<file path="src/rtl/acc_cpu_pkg.sv">
package acc_cpu_pkg;

  localparam int OP_W = 4;

  typedef enum logic [3:0] {
    ST_FADDR  = 4'd0,
    ST_FWAIT  = 4'd1,
    ST_FCAP   = 4'd2,
    ST_FIR    = 4'd3,
    ST_DEC    = 4'd4,
    ST_LADDR  = 4'd5,
    ST_LWAIT  = 4'd6,
    ST_LCAP   = 4'd7,
    ST_LACC   = 4'd8,
    ST_SADDR  = 4'd9,
    ST_SDATA  = 4'd10,
    ST_SWRITE = 4'd11,
    ST_ALU    = 4'd12,
    ST_HALT   = 4'd15
  } cpu_state_e;

  localparam logic [OP_W-1:0] OP_LOAD  = 4'h1;
  localparam logic [OP_W-1:0] OP_STORE = 4'h2;
  localparam logic [OP_W-1:0] OP_ADD   = 4'h3;
  localparam logic [OP_W-1:0] OP_SUB   = 4'h4;
  localparam logic [OP_W-1:0] OP_HALT  = 4'hF;

endpackage

</file>
<file path="src/rtl/acc_cpu_rst_sync.sv">
module acc_cpu_rst_sync (
  input  logic clk,
  input  logic rst_n,
  output logic rst_sync_n
);

  logic [1:0] sync_q;

  always_ff @(posedge clk or negedge rst_n) begin
    if (!rst_n) sync_q <= 2'b00;
    else        sync_q <= {sync_q[0], 1'b1};
  end

  assign rst_sync_n = sync_q[1];

endmodule

</file>
<file path="src/rtl/acc_cpu_mem.sv">
module acc_cpu_mem #(
  parameter int AW = 8,
  parameter int DW = 16
) (
  input  logic          clk,
  input  logic          we,
  input  logic          re,
  input  logic [AW-1:0] addr,
  input  logic [DW-1:0] wdata,
  output logic [DW-1:0] rdata
);

  localparam int DEPTH = 1 << AW;

  logic [DW-1:0] store_q [DEPTH];

  // one port: a write wins; read data registered (one cycle latency)
  always_ff @(posedge clk) begin
    if (we)      store_q[addr] <= wdata;
    else if (re) rdata         <= store_q[addr];
  end

endmodule

</file>
<file path="src/rtl/acc_cpu_alu.sv">
module acc_cpu_alu #(
  parameter int DW = 16
) (
  input  logic [DW-1:0] a,
  input  logic [DW-1:0] b,
  input  logic          sub,
  output logic [DW-1:0] res,
  output logic          ovf
);

  always_comb begin
    if (sub) begin
      res = a - b;
      ovf = (a[DW-1] != b[DW-1]) && (res[DW-1] != a[DW-1]);
    end else begin
      res = a + b;
      ovf = (a[DW-1] == b[DW-1]) && (res[DW-1] != a[DW-1]);
    end
  end

endmodule

</file>
<file path="src/rtl/acc_cpu_ctrl.sv">
module acc_cpu_ctrl
  import acc_cpu_pkg::*;
(
  input  logic            clk,
  input  logic            rst_n,
  input  logic [OP_W-1:0] opcode,
  output cpu_state_e      state
);

  cpu_state_e state_d;

  always_comb begin
    state_d = ST_FADDR;
    case (state)
      ST_FADDR:  state_d = ST_FWAIT;
      ST_FWAIT:  state_d = ST_FCAP;
      ST_FCAP:   state_d = ST_FIR;
      ST_FIR:    state_d = ST_DEC;
      ST_DEC: begin
        case (opcode)
          OP_LOAD:        state_d = ST_LADDR;
          OP_STORE:       state_d = ST_SADDR;
          OP_ADD, OP_SUB: state_d = ST_ALU;
          OP_HALT:        state_d = ST_HALT;
          default:        state_d = ST_FADDR;
        endcase
      end
      ST_LADDR:  state_d = ST_LWAIT;
      ST_LWAIT:  state_d = ST_LCAP;
      ST_LCAP:   state_d = ST_LACC;
      ST_SADDR:  state_d = ST_SDATA;
      ST_SDATA:  state_d = ST_SWRITE;
      ST_HALT:   state_d = ST_HALT;
      default:   state_d = ST_FADDR;
    endcase
  end

  always_ff @(posedge clk or negedge rst_n) begin
    if (!rst_n) state <= ST_FADDR;
    else        state <= state_d;
  end

endmodule

</file>
<file path="src/rtl/acc_cpu_core.sv">
module acc_cpu_core
  import acc_cpu_pkg::*;
#(
  parameter int DATA_W = 16,
  parameter int MEM_AW = 8
) (
  input  logic              clk,
  input  logic              rst_n,
  input  logic              load_en,
  input  logic [MEM_AW-1:0] load_addr,
  input  logic [DATA_W-1:0] load_data,
  output logic [DATA_W-1:0] acc_o,
  output logic [MEM_AW-1:0] pc_o,
  output logic              ovf_o,
  output logic              halted_o,
  output logic [3:0]        state_o
);

  localparam int FIELD_W = DATA_W - OP_W;

  logic              rst_sync_n;
  cpu_state_e        state_q;
  logic [MEM_AW-1:0] pc_q, pc_d;
  logic [FIELD_W-1:0] mar_q, mar_d;
  logic [DATA_W-1:0] mdr_q, mdr_d, ir_q, acc_q, acc_d;
  logic              ovf_q;
  logic              pc_en, mar_en, mdr_en, ir_en, acc_en, ovf_en;
  logic              core_re, core_we;
  logic [DATA_W-1:0] mem_rdata, alu_res;
  logic              alu_ovf;
  logic [DATA_W-1:0] imm_ext;

  acc_cpu_rst_sync u_rst (
    .clk        (clk),
    .rst_n      (rst_n),
    .rst_sync_n (rst_sync_n)
  );

  acc_cpu_ctrl u_ctrl (
    .clk    (clk),
    .rst_n  (rst_sync_n),
    .opcode (ir_q[DATA_W-1 -: OP_W]),
    .state  (state_q)
  );

  acc_cpu_mem #(.AW(MEM_AW), .DW(DATA_W)) u_mem (
    .clk   (clk),
    .we    (load_en | core_we),
    .re    (core_re),
    .addr  (load_en ? load_addr : mar_q[MEM_AW-1:0]),
    .wdata (load_en ? load_data : mdr_q),
    .rdata (mem_rdata)
  );

  assign imm_ext = DATA_W'(ir_q[FIELD_W-1:0]);

  acc_cpu_alu #(.DW(DATA_W)) u_alu (
    .a   (acc_q),
    .b   (imm_ext),
    .sub (ir_q[DATA_W-1 -: OP_W] == OP_SUB),
    .res (alu_res),
    .ovf (alu_ovf)
  );

  // register-transfer decode: enables and next values per state
  always_comb begin
    pc_en  = 1'b0;  pc_d  = pc_q + 1'b1;
    mar_en = 1'b0;  mar_d = FIELD_W'(pc_q);
    mdr_en = 1'b0;  mdr_d = mem_rdata;
    ir_en  = 1'b0;
    acc_en = 1'b0;  acc_d = mdr_q;
    ovf_en = 1'b0;
    core_re = 1'b0;
    core_we = 1'b0;
    case (state_q)
      ST_FADDR:  mar_en = 1'b1;
      ST_FWAIT:  core_re = 1'b1;
      ST_FCAP: begin
        mdr_en = 1'b1;
        pc_en  = 1'b1;
      end
      ST_FIR:    ir_en = 1'b1;
      ST_LADDR, ST_SADDR: begin
        mar_en = 1'b1;
        mar_d  = ir_q[FIELD_W-1:0];
      end
      ST_LWAIT:  core_re = 1'b1;
      ST_LCAP:   mdr_en = 1'b1;
      ST_LACC:   acc_en = 1'b1;
      ST_SDATA: begin
        mdr_en = 1'b1;
        mdr_d  = acc_q;
      end
      ST_SWRITE: core_we = 1'b1;
      ST_ALU: begin
        acc_en = 1'b1;
        acc_d  = alu_res;
        ovf_en = 1'b1;
      end
      default: ;
    endcase
  end

  always_ff @(posedge clk or negedge rst_sync_n) begin
    if (!rst_sync_n) begin
      pc_q  <= '0;
      mar_q <= '0;
      mdr_q <= '0;
      ir_q  <= '0;
      acc_q <= '0;
      ovf_q <= 1'b0;
    end else begin
      if (pc_en)  pc_q  <= pc_d;
      if (mar_en) mar_q <= mar_d;
      if (mdr_en) mdr_q <= mdr_d;
      if (ir_en)  ir_q  <= mdr_q;
      if (acc_en) acc_q <= acc_d;
      if (ovf_en) ovf_q <= alu_ovf;
    end
  end

  assign acc_o    = acc_q;
  assign pc_o     = pc_q;
  assign ovf_o    = ovf_q;
  assign halted_o = (state_q == ST_HALT);
  assign state_o  = state_q;

endmodule

</file>
<file path="config.mk">
export PLATFORM = sky130hd
export DESIGN_NAME = acc_cpu_core
export DESIGN_NICKNAME = d
export VERILOG_FILES = /design/src/rtl/acc_cpu_pkg.sv /design/src/rtl/acc_cpu_rst_sync.sv /design/src/rtl/acc_cpu_mem.sv /design/src/rtl/acc_cpu_alu.sv /design/src/rtl/acc_cpu_ctrl.sv /design/src/rtl/acc_cpu_core.sv
export SDC_FILE = /design/constraint.sdc
export NUM_CORES = 2
export LEC_CHECK = 0
export ABC_AREA = 0
export BUFFER_PORTS_ARGS = -buffer_cell sky130_fd_sc_hd__buf_2
export CAP_MARGIN = 15
export CORE_MARGIN = 4
export CORE_UTILIZATION = 35
export CTS_CLUSTER_DIAMETER = 150
export DETAILED_ROUTE_END_ITERATION = 8
export SYNTH_ARGS = -nofsm -noshare
export SYNTH_HDL_FRONTEND = slang
export SYNTH_HIERARCHICAL = 1
export SYNTH_SLANG_ARGS = --single-unit
</file>
<file path="constraint.sdc">
create_clock -name clk -period 5.9 [get_ports clk]
set_clock_uncertainty 0.1 [all_clocks]
set_input_delay 1.18 -clock clk [delete_from_list [all_inputs] [get_ports clk]]
set_output_delay 1.18 -clock clk [all_outputs]
set_load 0.02 [all_outputs]
</file>
==> results.md <==
- Hold is met by 0.250 ns.
- Setup repair after global routing left no endpoint under its margin.
- The most numerous cell on the critical path is sky130_fd_sc_hd__buf_12.
- By instance count, the leading cell after synthesis is sky130_fd_sc_hd__edfxtp_1.
- The first TritonRoute pass finished after 6 iterations.
- The area growth from synthesis to final layout is 15.7%.
- For this run, the total global-route usage over all layers was measured as 0.179.
- Synthesis produced just over 7000 cells.
- In the routed layout, each cell is associated on average with a via count of roughly 5.6.
- The initial antenna violation count was 20.
- The tree is rooted in a sky130_fd_sc_hd__clkbuf_16.
- For the pin with the worst max-slew slack, the measured transition is 1.28 ns.
- STA puts the critical path data required time at between 6 and 7 ns.
- The standby leakage power is around 57 nW.
- Summing internal, switching and leakage power gives about 80 mW.
- The die area is 470000 sq um.
- In the final routed layout, each cell accounts on average for 29.9 um.
- The number of unique standard cell types used by synthesis is 67.
- The summed area of non-filler cells in the final layout is roughly 190000 sq um.
- The critical path class is input pin to flip-flop.
- The TritonCTS clock tree is done.
- The buffer count from post-CTS setup fixing is 0.
- The shortest period the worst path allows is ~4.8 ns.
- In the post-synthesis netlist, the biggest area contributors are sky130_fd_sc_hd__edfxtp_1, sky130_fd_sc_hd__mux4_2, sky130_fd_sc_hd__a22oi_1, sky130_fd_sc_hd__dfrtp_1, sky130_fd_sc_hd__a21oi_1.
- The share of the synthesized area in the top cell type is 0.769.
- The mean instance size in the synthesized netlist is approximately 22 sq um.
- The top achievable clock speed is 206 MHz.
- Summing every instance area after synthesis gives 161000 sq um.
- The post-DP HPWL is approximately 260 mm.
- The worst-case IR drop observed on VDD is 288 uV.
- The cell type group with the largest total delay on the critical path is compound AO/OA/AOI/OAI gates.
- Among all stages on the critical path, the largest delay is contributed by sky130_fd_sc_hd__o41ai_1.
- The type of element launching the critical path is an input pin.
- The final count of pins violating max slew is 0.
- The last weighted congestion value of the routability-driven placer is approximately 0.83.
- The height of the chip is about 690 um.
- The count of clock tree sinks is about 4200.
- The filler cells instantiated in the layout total roughly 40000.
- Row generation in the floorplan step produced roughly 250 rows.
- Across the run, the number of max-cap violations was 0.
- Counting instances in the post-synthesis netlist gives the leading cell types as sky130_fd_sc_hd__edfxtp_1, sky130_fd_sc_hd__mux4_2, sky130_fd_sc_hd__a22oi_1.
- The critical path goes through buf_2, mux2_8, buf_12, buf_12, mux4_2, a22oi_1, a21oi_1, o41ai_1, nand4_1.
- Setup violations remaining at the end of the flow were counted as 0.
- The hold-fix buffer count after cts is 1.
- The standard cell area after detailed placement is approximately 170000 sq um.
- Once layout is complete, the utilization of the core stands at 0.407.
- The overall via count from detail_route is around 80000.
- The first global-routing pass estimated between 600 and 700 mm of wire.
- In the synthesized netlist the async set-or-reset flop fraction comes to 0.0170.
- The number of global-route vias before repair is 80051.
- The final clock period utilization by the worst path is 0.821.
- The count of port buffers added during placement is between 50 and 60.
- The relative max-transition margin is 0.145.
- STA classifies the critical path endpoint as a flip-flop.
- The path type of the worst min-delay path is flip-flop to flip-flop.
- The top-level port count is between 50 and 60.
- The pre-CTS worst setup slack is roughly 0.082 ns.
- The post-route DRC violation count is 0.
- The largest fanout of any net on the critical path is a little over 60.
- The effective utilization at floorplan is 0.352.
- Entering global routing, the biggest net connects roughly 140 pins.
- For this block, the initial DRC count from the detailed router was 11160.
- STA puts the critical path data arrival time at approximately 5.4 ns.
- The flip-flop and latch count after synthesis is between 4000 and 5000.
- The number of warnings reported in the yosys synthesis log is 6.
- For this run, the slowest stage of the critical path takes just under 0.9 ns.
- Counting along the longest clock path gives a buffer depth of 4.
- The number of buffers created by CTS is between 400 and 500.
- The flow ran to the end, and the final reports show no timing, DRC or antenna violations.
- From left edge to right edge, the die measures approximately 690 um.
- Summed over all layers, the global routing overflow is 0.
- The worst setup margin is approximately 1.1 ns.
- In this run the number of H-tree levels came out at 5.
- The final routed wirelength across all metal layers is about 430 mm.
- The cell type with the largest total area after synthesis is sky130_fd_sc_hd__edfxtp_1.
- The share of the Yosys chip area taken by registers is 0.780.
- The number of hold violations in the final report is 0.
- The number of gates resized after CTS was 0.
- The clock edge transition at the registers on the reported setup and hold paths is 0.07 ns.
- Together, buffers and inverters on the worst path number 3.
- Of the cells placed in the final design, the portion with a size suffix greater than 1 is 0.290.
- The core area is ~460000 sq um.
- The number of nets at the end of the flow is just under 8000.
- Clock latency on the worst-skew pair, taken at its later pin, is between 0.9 and 1 ns.
- The prevailing post-synth register cell is sky130_fd_sc_hd__edfxtp_1.
- The remaining antenna violation count after routing is 0.
- The count of flip-flops with a built-in enable after synthesis is 4112.
- The total power divided by cell area is ~420 nW/um^2.
[cell type report]
cell class | count | area, sq um | share of cell area
sequential | 4183 | 125000 | 0.674
multi-input combinational | 2594 | 34000 | 0.183
clock buffer | 505 | 10800 | 0.0581
tap | 6125 | 7660 | 0.0412
timing repair buffer | 648 | 5540 | 0.0298
clock inverter | 255 | 2430 | 0.0131
inverter | 42 | 158 | 0.000848
antenna | 10 | 25.0 | 0.000135
[report_power, final]
| part | total, mW | switching (mW) | internal [mW] |
|---|---|---|---|
| Sequential | 35.9 | 0.493 | 35.4 |
| Clock | 25.8 | 11.2 | 14.6 |
| Combinational | 16.7 | 10.8 | 5.94 |
[stage by stage]
step | setup TNS [ns] | std cells
after floorplan | 0 | 7266
after global placement | -1.69 | 13583
after detailed placement | 0 | 13591
after CTS | 0 | 14352
after global routing | 0 | 14353
final | 0 | 14362
[per-layer routing]
metal,wire (um),track usage
met2,201000,0.276
met3,39400,0.0291
met4,14100,0.0577
met1,175000,0.260
met5,9,0
[cell usage in the layout (no fill, tap or decap), types with 10 or more instances in the layout]
| cell | count |
|---|---|
| sky130_fd_sc_hd__a21oi_1 | 295 |
| sky130_fd_sc_hd__nor2_2 | 10 |
| sky130_fd_sc_hd__nor3_1 | 10 |
| sky130_fd_sc_hd__mux2_8 | 18 |
| sky130_fd_sc_hd__o41ai_2 | 22 |
| sky130_fd_sc_hd__a22oi_1 | 515 |
| sky130_fd_sc_hd__and2_1 | 21 |
| sky130_fd_sc_hd__nor2b_1 | 10 |
| sky130_fd_sc_hd__nand3_1 | 14 |
| sky130_fd_sc_hd__diode_2 | 10 |
| sky130_fd_sc_hd__o21ai_0 | 19 |
| sky130_fd_sc_hd__buf_12 | 66 |
| sky130_fd_sc_hd__bufinv_16 | 36 |
| sky130_fd_sc_hd__buf_4 | 521 |
| sky130_fd_sc_hd__mux2_2 | 20 |
| sky130_fd_sc_hd__clkbuf_16 | 419 |
| sky130_fd_sc_hd__buf_2 | 60 |
| sky130_fd_sc_hd__dfrtp_1 | 69 |
| sky130_fd_sc_hd__clkinv_2 | 75 |
| sky130_fd_sc_hd__mux4_2 | 1025 |
| sky130_fd_sc_hd__o41ai_1 | 42 |
| sky130_fd_sc_hd__edfxtp_1 | 4112 |
| sky130_fd_sc_hd__clkbuf_1 | 86 |
| sky130_fd_sc_hd__nand2_1 | 45 |
| sky130_fd_sc_hd__inv_1 | 41 |
| sky130_fd_sc_hd__clkinv_1 | 99 |
| sky130_fd_sc_hd__nor3_2 | 34 |
| sky130_fd_sc_hd__nand4_1 | 19 |
| sky130_fd_sc_hd__mux2i_1 | 19 |
| sky130_fd_sc_hd__ha_1 | 31 |
| sky130_fd_sc_hd__clkinvlp_4 | 14 |
| sky130_fd_sc_hd__a221o_1 | 25 |
| sky130_fd_sc_hd__xnor2_1 | 23 |
| sky130_fd_sc_hd__nor2_1 | 254 |
[cell families after synthesis]
| group | share of synthesized area |
|---|---|
| AOI/OAI and AO/OA | 0.0414 |
| xor gates and xnor gates | 0.00153 |
| adders and majority gates | 0.00266 |
| buffers and inverters | 0.0133 |
| DFF | 0.780 |
| muxes | 0.148 |
| other | 0.0000468 |
| and+or+nand+nor | 0.0135 |
[state kept, by name (all words and copies together) (netlist names), 4 cells and up]
register	count
acc_o	16
ir_q	16
mar_q	8
mdr_q	16
pc_o	8
u_ctrl/state	4
u_mem/rdata	16
u_mem/store_q	4096
[worst paths after layout]
check / cells past startpoint / from / to / slack, ns
max: 9 / load_en / u_mem/rdata[14] / 1.05
min: 0 / u_rst/sync_q[0] / u_rst/sync_q[1] / 0.25
max reg2reg: 8 / mar_q[0] / u_mem/rdata[14] / 1.20
min reg2reg: 0 / u_rst/sync_q[0] / u_rst/sync_q[1] / 0.25
max in group asynchronous: 1 / u_rst/sync_q[1] / u_ctrl/state[2] / 4.68
min in group asynchronous: 1 / u_rst/sync_q[1] / ovf_o / 0.35
Note: power is estimated with default switching activity, not from simulation.
